`src/rtl/cm_pkg.sv`:
```
package cm_pkg;
  localparam int NCH        = 3;
  localparam int PIPE_DEPTH = 3;
  localparam int SCALE_W    = 2;
  localparam int LIM_LO     = 16;
  localparam int LIM_LUMA   = 235;
  localparam int LIM_CHROMA = 240;

  typedef struct packed {
    logic capture;   // a new pixel enters stage 1
    logic advance;   // the whole pipe moves one stage
  } cmStrobeT;
endpackage

```
`src/rtl/cm_ctrl.sv`:
```
module cm_ctrl
  import cm_pkg::*;
#(
  parameter int COEF_W = 9,
  parameter int OFF_W  = 13,
  parameter int CFG_AW = 4,
  parameter int CFG_DW = 16
) (
  input  logic                           clk,
  input  logic                           rstN,
  input  logic                           cfgWe,
  input  logic [CFG_AW-1:0]              cfgAddr,
  input  logic [CFG_DW-1:0]              cfgData,
  input  logic                           frameStart,
  input  logic                           inValid,
  input  logic                           outReady,
  output logic                           inReady,
  output logic                           outValid,
  output cmStrobeT                       strobe,
  output logic [NCH*NCH-1:0][COEF_W-1:0] coefAct,
  output logic [NCH-1:0][OFF_W-1:0]      offAct,
  output logic [SCALE_W-1:0]             scaleAct,
  output logic                           satAct
);
  localparam int NCOEF     = NCH * NCH;
  localparam int ADDR_OFF0 = NCOEF;
  localparam int ADDR_MODE = NCOEF + NCH;
  localparam int MODE_W    = SCALE_W + 1;

  logic [PIPE_DEPTH-1:0]           vPipe;
  logic [NCOEF-1:0][COEF_W-1:0]    coefSh;
  logic [NCH-1:0][OFF_W-1:0]       offSh;
  logic [MODE_W-1:0]               modeSh, modeAct;
  logic                            advance;

  assign advance  = outReady || !vPipe[PIPE_DEPTH-1];
  assign inReady  = advance;
  assign outValid = vPipe[PIPE_DEPTH-1];
  assign strobe   = '{capture: inValid && advance, advance: advance};
  assign scaleAct = modeAct[SCALE_W-1:0];
  assign satAct   = modeAct[SCALE_W];

  always_ff @(posedge clk or negedge rstN) begin
    if (!rstN) vPipe <= '0;
    else if (advance) vPipe <= {vPipe[PIPE_DEPTH-2:0], inValid};
  end

  always_ff @(posedge clk or negedge rstN) begin
    if (!rstN) begin
      coefSh  <= '0;
      offSh   <= '0;
      modeSh  <= '0;
      coefAct <= '0;
      offAct  <= '0;
      modeAct <= '0;
    end else begin
      if (cfgWe) begin
        for (int i = 0; i < NCOEF; i++)
          if (cfgAddr == CFG_AW'(i)) coefSh[i] <= cfgData[COEF_W-1:0];
        for (int i = 0; i < NCH; i++)
          if (cfgAddr == CFG_AW'(ADDR_OFF0 + i)) offSh[i] <= cfgData[OFF_W-1:0];
        if (cfgAddr == CFG_AW'(ADDR_MODE)) modeSh <= cfgData[MODE_W-1:0];
      end
      if (frameStart) begin
        coefAct <= coefSh;
        offAct  <= offSh;
        modeAct <= modeSh;
      end
    end
  end
endmodule

```
`src/rtl/cm_datapath.sv`:
```
module cm_datapath
  import cm_pkg::*;
#(
  parameter int PIX_W     = 8,
  parameter int COEF_W    = 9,
  parameter int OFF_W     = 13,
  parameter int FRAC_BITS = 8
) (
  input  logic                           clk,
  input  logic                           rstN,
  input  cmStrobeT                       strobe,
  input  logic [NCH*PIX_W-1:0]           inPix,
  input  logic [NCH*NCH-1:0][COEF_W-1:0] coefAct,
  input  logic [NCH-1:0][OFF_W-1:0]      offAct,
  input  logic [SCALE_W-1:0]             scaleAct,
  input  logic                           satAct,
  output logic [NCH*PIX_W-1:0]           outPix
);
  localparam int PROD_W    = COEF_W + PIX_W + 1;
  localparam int OFF_SHIFT = FRAC_BITS - 2;
  localparam int SUM_W     = PROD_W + $clog2(NCH);
  localparam int OFFX_W    = OFF_W + OFF_SHIFT;
  localparam int ACC_W     = ((SUM_W > OFFX_W) ? SUM_W : OFFX_W) + 1;
  localparam int SCALE_MAX = (1 << SCALE_W) - 1;
  localparam int SCL_W     = ACC_W + SCALE_MAX + 1;
  localparam int ROUND     = 1 << FRAC_BITS;
  localparam int PIX_MAX   = (1 << PIX_W) - 1;

  logic [SCALE_W-1:0] scale1Q, scale2Q;
  logic               sat1Q, sat2Q;

  always_ff @(posedge clk or negedge rstN) begin
    if (!rstN) begin
      scale1Q <= '0; sat1Q <= 1'b0;
      scale2Q <= '0; sat2Q <= 1'b0;
    end else if (strobe.advance) begin
      if (strobe.capture) begin
        scale1Q <= scaleAct;
        sat1Q   <= satAct;
      end
      scale2Q <= scale1Q;
      sat2Q   <= sat1Q;
    end
  end

  for (genvar ch = 0; ch < NCH; ch++) begin : gChan
    localparam int HI_LIM = (ch == 0) ? LIM_LUMA : LIM_CHROMA;

    logic signed [PROD_W-1:0] prodQ [NCH];
    logic        [OFF_W-1:0]  off1Q;
    logic signed [ACC_W-1:0]  accD, accQ;
    logic signed [SCL_W-1:0]  scaled, shifted, lo, hi;
    logic        [PIX_W-1:0]  pixD, pixQ;

    // stage 1: weighted components
    always_ff @(posedge clk or negedge rstN) begin
      if (!rstN) begin
        for (int k = 0; k < NCH; k++) prodQ[k] <= '0;
        off1Q <= '0;
      end else if (strobe.capture) begin
        for (int k = 0; k < NCH; k++)
          prodQ[k] <= PROD_W'($signed(coefAct[ch*NCH+k])) *
                      PROD_W'($signed({1'b0, inPix[k*PIX_W +: PIX_W]}));
        off1Q <= offAct[ch];
      end
    end

    // stage 2: sum plus aligned constant
    always_comb begin
      accD = ACC_W'($signed(off1Q)) <<< OFF_SHIFT;
      for (int k = 0; k < NCH; k++) accD = accD + ACC_W'(prodQ[k]);
    end

    always_ff @(posedge clk or negedge rstN) begin
      if (!rstN) accQ <= '0;
      else if (strobe.advance) accQ <= accD;
    end

    // stage 3: gain, round, clamp
    always_comb begin
      scaled  = (SCL_W'(accQ) <<< scale2Q) + SCL_W'(ROUND);
      shifted = scaled >>> (FRAC_BITS + 1);
      lo      = sat2Q ? SCL_W'(LIM_LO) : '0;
      hi      = sat2Q ? SCL_W'(HI_LIM) : SCL_W'(PIX_MAX);
      if (shifted < lo)      pixD = lo[PIX_W-1:0];
      else if (shifted > hi) pixD = hi[PIX_W-1:0];
      else                   pixD = shifted[PIX_W-1:0];
    end

    always_ff @(posedge clk or negedge rstN) begin
      if (!rstN) pixQ <= '0;
      else if (strobe.advance) pixQ <= pixD;
    end

    assign outPix[ch*PIX_W +: PIX_W] = pixQ;
  end
endmodule

```
`src/rtl/color_matrix_top.sv`:
```
module color_matrix_top
  import cm_pkg::*;
#(
  parameter int PIX_W     = 8,
  parameter int COEF_W    = 9,
  parameter int OFF_W     = 13,
  parameter int FRAC_BITS = 8,
  parameter int CFG_AW    = 4,
  parameter int CFG_DW    = 16
) (
  input  logic                 clk,
  input  logic                 rstN,
  input  logic                 cfgWe,
  input  logic [CFG_AW-1:0]    cfgAddr,
  input  logic [CFG_DW-1:0]    cfgData,
  input  logic                 frameStart,
  input  logic                 inValid,
  output logic                 inReady,
  input  logic [NCH*PIX_W-1:0] inPix,
  output logic                 outValid,
  input  logic                 outReady,
  output logic [NCH*PIX_W-1:0] outPix
);
  localparam int NCOEF   = NCH * NCH;
  localparam int PIX_BUS = NCH * PIX_W;

  cmStrobeT                     strobe;
  logic [NCOEF-1:0][COEF_W-1:0] coefAct;
  logic [NCH-1:0][OFF_W-1:0]    offAct;
  logic [SCALE_W-1:0]           scaleAct;
  logic                         satAct;

  cm_ctrl #(.COEF_W(COEF_W), .OFF_W(OFF_W), .CFG_AW(CFG_AW), .CFG_DW(CFG_DW)) uCtrl (
    .clk(clk), .rstN(rstN), .cfgWe(cfgWe), .cfgAddr(cfgAddr), .cfgData(cfgData),
    .frameStart(frameStart), .inValid(inValid), .outReady(outReady),
    .inReady(inReady), .outValid(outValid), .strobe(strobe),
    .coefAct(coefAct), .offAct(offAct), .scaleAct(scaleAct), .satAct(satAct)
  );

  cm_datapath #(.PIX_W(PIX_W), .COEF_W(COEF_W), .OFF_W(OFF_W), .FRAC_BITS(FRAC_BITS)) uDp (
    .clk(clk), .rstN(rstN), .strobe(strobe), .inPix(inPix),
    .coefAct(coefAct), .offAct(offAct), .scaleAct(scaleAct), .satAct(satAct),
    .outPix(outPix)
  );
endmodule

```
`config.mk`:
```
export PLATFORM = sky130hd
export DESIGN_NAME = color_matrix_top
export DESIGN_NICKNAME = d
export VERILOG_FILES = /design/src/rtl/cm_pkg.sv /design/src/rtl/cm_ctrl.sv /design/src/rtl/cm_datapath.sv /design/src/rtl/color_matrix_top.sv
export SDC_FILE = /design/constraint.sdc
export NUM_CORES = 2
export LEC_CHECK = 0
export BUFFER_PORTS_ARGS = -buffer_cell sky130_fd_sc_hd__buf_2
export CAP_MARGIN = 10
export CORE_ASPECT_RATIO = 0.75
export CORE_UTILIZATION = 35
export CTS_CLUSTER_SIZE = 25
export DETAILED_ROUTE_END_ITERATION = 8
export GPL_TIMING_DRIVEN = 0
export HOLD_SLACK_MARGIN = 0.1
export PLACE_DENSITY = 0.51
export SYNTH_ARGS = -nofsm -noshare
export SYNTH_HDL_FRONTEND = slang
export SYNTH_SLANG_ARGS = --single-unit
```
`constraint.sdc`:
```
create_clock -name clk -period 6.75 [get_ports clk]
set_clock_uncertainty 0.05 [all_clocks]
set_input_delay 1.35 -clock clk [delete_from_list [all_inputs] [get_ports clk]]
set_output_delay 1.35 -clock clk [all_outputs]
set_load 0.01 [all_outputs]
```
==> summary.txt <==
Worst setup path
  – Reg-to-reg endpoint: uDp.gChan[2].pixQ[4]
  – RR Startpoint: uDp.scale2Q[0]
  – Critical-path maximum fanout: 10
  – R2R depth: 17
  – WP data arrival: 6.89 ns
  – Crit path capture type: flop
  – Kind of critical path: in2reg
  – Critical path data required time: 7.18 ns
  – Startpoint class of the critical path: primary input
  – Crit path from: inPix[8]
  – FF-to-FF setup slack: 0.73 ns

Yosys
  – Mean Syn Cell Area: 10.08 um2
  – Post-synthesis instance total: 5083
  – Asr flop ratio synth: 100.0%
  – EDFF count, synth: 0
  – Yosys reg bits: 528
  – Register area share after synthesis: 25.79%
  – Cell accounting for the most synthesized area: dfrtp_1
  – Largest cells by area after synthesis: dfrtp_1, fa_1, ha_1, mux2_2, inv_1
  – Netlist cell types: 73
  – Ys Warns: 0
  – Top cell type's share of synthesized area: 25.79%
  – Net Count, Synth: 6173
  – Ys flop type: dfrtp_1
  – Cell area after synthesis: 51230 um2

Placed design
  – Post-DP HPWL: 120400 um
  – Placement Setup Slack: -0.8730 ns
  – Port-buffer cells: 62
  – GPL Wtd Cong: 0.8809

Job
  – Maxcap violations: 0

Min path
  – Hold Startpoint: uCtrl.vPipe[1]
  – Worst hold stages: 2
  – Min-Delay Endpoint: uCtrl.vPipe[1]
  – Worst hold path type: reg2reg

Floorplan
  – Core area: 145200 um2
  – Die H: 333.3 um
  – Die area: 147900 um2
  – Chip Width: 443.8 um
  – Row count: 121
  – Initial core utilization: 35.28%
  – Top-level port count: 76

Finish
  – # fillers: 14410
  – Fin nets: 6300
  – Layout area overhead: 9.269%
  – Share of cells above drive strength 1: 11.38%

STA
  – Final hold violation count: 0
  – Measured slew at the worst slew-check pin: 1.319 ns
  – WHS: 0.4101 ns
  – # setup viols final: 0
  – Worst setup margin: 0.2845 ns
  – Fmax: 154.7 MHz
  – Post-route minimum period: 6.466 ns
  – Crit share post-route: 95.79%
  – RSZ-0062 raised after global routing: no
  – Rel. slew slack: 12.07%
  – Total Neg Setup Slack: 0 ns
  – Final Slew Violations: 0

Drt
  – Vias per std cell: 4.924
  – Drt first pass iters: 5
  – Routed wire per std cell: 20.73 um
  – Detailed-route DRC error count: 0
  – Routed Antenna Nets: 0
  – Drt total wl: 148400 um
  – DR vias: 35260
  – Initial DRC Count: 2529

CTS
  – Later-pin clock latency in the skew report: 0.65 ns
  – Clk sinks: 528
  – Clock root cell: clkbuf_16
  – Hold Buf Count CTS: 0
  – Clk buf depth: 3
  – TritonCTS clock tree: done
  – CTS H-tree lvls: 2
  – Post-CTS setup buffer count: 0
  – Worst-path clk slew: 0.06 ns
  – CTS Buf Count: 55

Outcome
  – Status: finished, final reports clean

Global route
  – Largest net degree at the start of global routing: 124
  – Initial antenna violation count: 11
  – Overall routing resource usage: 20.38%
  – Total grt overflow: 0
  – Vias in the first global route: 35660
  – First-pass GRT wire length: 228000 um
==> worst max path at each step <==
stage	to	slack, ns	cells after the start
finish	uDp.gChan[1].prodQ[34]	0.28	21
global route	uDp.gChan[2].prodQ[52]	0.04	20
CTS	uDp.gChan[1].prodQ[34]	0.009	21
detailed placement	uDp.gChan[2].prodQ[17]	-0.87	16
global placement	uCtrl.coefSh[31]	-7.11	1
floorplan	uDp.gChan[0].prodQ[16]	0.86	20
==> sequential cells by signal, indices dropped and copies added, names as in the netlist, 2 cells and up <==
register         cells
uCtrl.coefAct       81
uCtrl.coefSh        81
uCtrl.modeAct        3
uCtrl.modeSh         3
uCtrl.offAct        39
uCtrl.offSh         39
uCtrl.vPipe          3
uDp.gChan.accQ      48
uDp.gChan.off1Q     39
uDp.gChan.pixQ      24
uDp.gChan.prodQ    162
uDp.scale1Q          2
uDp.scale2Q          2
==> per-layer routing <==
layer	part of all wire, %	wire length [um]	vias to the layer above	track usage, %
met2	42	61890	791	29.61
met3	5.4	7984	144	2.655
met1	51	75650	17950	32.01
met5	0	0	-	0
met4	1.9	2887	0	3.983
li1	-	-	16380	-
==> repair_timing <==
| action | CTS | global route |
|---|---|---|
| gates resized for setup | 2 | 28 |
| setup endpoints to repair | 2 | 16 |
| cloned | 0 | 0 |
| hold endpoints to repair | 0 | 0 |
==> critical path, cell delays in order <==
cell and delay [ns]:
clkbuf_2 0.31, clkbuf_1 0.56, nand2_1 0.17, fa_1 0.55, inv_1 0.04, ha_1 0.27, ha_1 0.27, inv_1 0.05
fa_1 0.48, inv_1 0.05, ha_1 0.23, fa_1 0.48, a21oi_1 0.20, o21bai_1 0.12, a21o_1 0.19, a21o_1 0.19
a21oi_1 0.21, o21ai_0 0.14, o41ai_1 0.34, xor2_1 0.53, o21ai_0 0.14
==> layout by cell type (no fill, tap or decap), drive strengths merged, types with 27 or more instances in the layout <==
| cell | n |
|---|---|
| buf | 107 |
| a21oi | 166 |
| inv | 956 |
| xor2 | 76 |
| fa | 636 |
| a21o | 48 |
| clkbuf | 239 |
| o21bai | 27 |
| nor3 | 38 |
| nand3 | 35 |
| o21ai | 183 |
| nor2 | 120 |
| dfrtp | 528 |
| and2 | 334 |
| xnor2 | 131 |
| ha | 404 |
| mux2 | 354 |
| nand2 | 525 |
| mux2i | 29 |
==> synth_stat cells (5+ instances only) <==
master	instances
clkbuf_1	162
buf_2	10
and2_1	334
nor4_1	9
xnor2_1	131
a2111oi_0	5
o21a_1	18
o21bai_1	27
or3_1	6
buf_1	20
o41ai_1	11
o211ai_1	20
fa_1	636
nor2b_1	17
nand3b_1	6
nand2b_1	9
nand2_1	525
xor2_1	76
inv_1	955
and3_1	18
nor2_1	120
o31ai_1	17
a21o_1	48
a21oi_1	165
dfrtp_1	528
mux4_2	22
a211oi_1	19
ha_1	404
nand3_1	35
nor3b_1	6
a31oi_1	17
o21ai_0	179
mux2_2	354
mux2i_1	29
o22ai_1	6
buf_4	6
or2_2	12
nand4_1	8
and3b_1	6
nor3_1	38
==> through the flow <==
step / cell area (um2) / utilization [%] / instances
floorplan: 51230 / - / 5083
global placement: 53920 / 37.14 / 7051
detailed placement: 54120 / 37.28 / 7059
CTS: 55940 / 38.53 / 7154
global route: 55960 / 38.54 / 7154
finish: 55970 / 38.55 / 7160
==> cells by family (layout without fill, tap and decap cells) <==
| group | after synthesis | in the layout | share of synthesized area, % |
|---|---|---|---|
| and+or+nand+nor | 1160 | 1160 | 10.96 |
| buffers and inverters | 1154 | 1319 | 8.539 |
| adders and majority gates | 1040 | 1040 | 34.72 |
| AOI/OAI and AO/OA | 589 | 589 | 7.127 |
| DFF | 528 | 528 | 25.79 |
| muxes | 405 | 405 | 9.316 |
| xor gates and xnor gates | 207 | 207 | 3.539 |
| other | 0 | 6 | 0 |
==> cell type report <==
cell class                      count  area (um2)  share of cell area [%]
Multi-Input combinational cell   3401       33650                   60.12
Tap cell                         1906        2385                   4.261
Sequential cell                   528       13210                   23.61
Clock inverter                     18       219.0                  0.3912
Buffer                            199       812.0                   1.451
Timing Repair Buffer               70       503.0                  0.8986
Antenna cell                        6       15.01                 0.02682
Inverter                          955        3585                   6.404
Clock buffer                       77        1589                   2.839
Power is left out: the tool's default activity adds up to more than one toggle a clock period on the data nets, which glitch-free logic cannot reach.
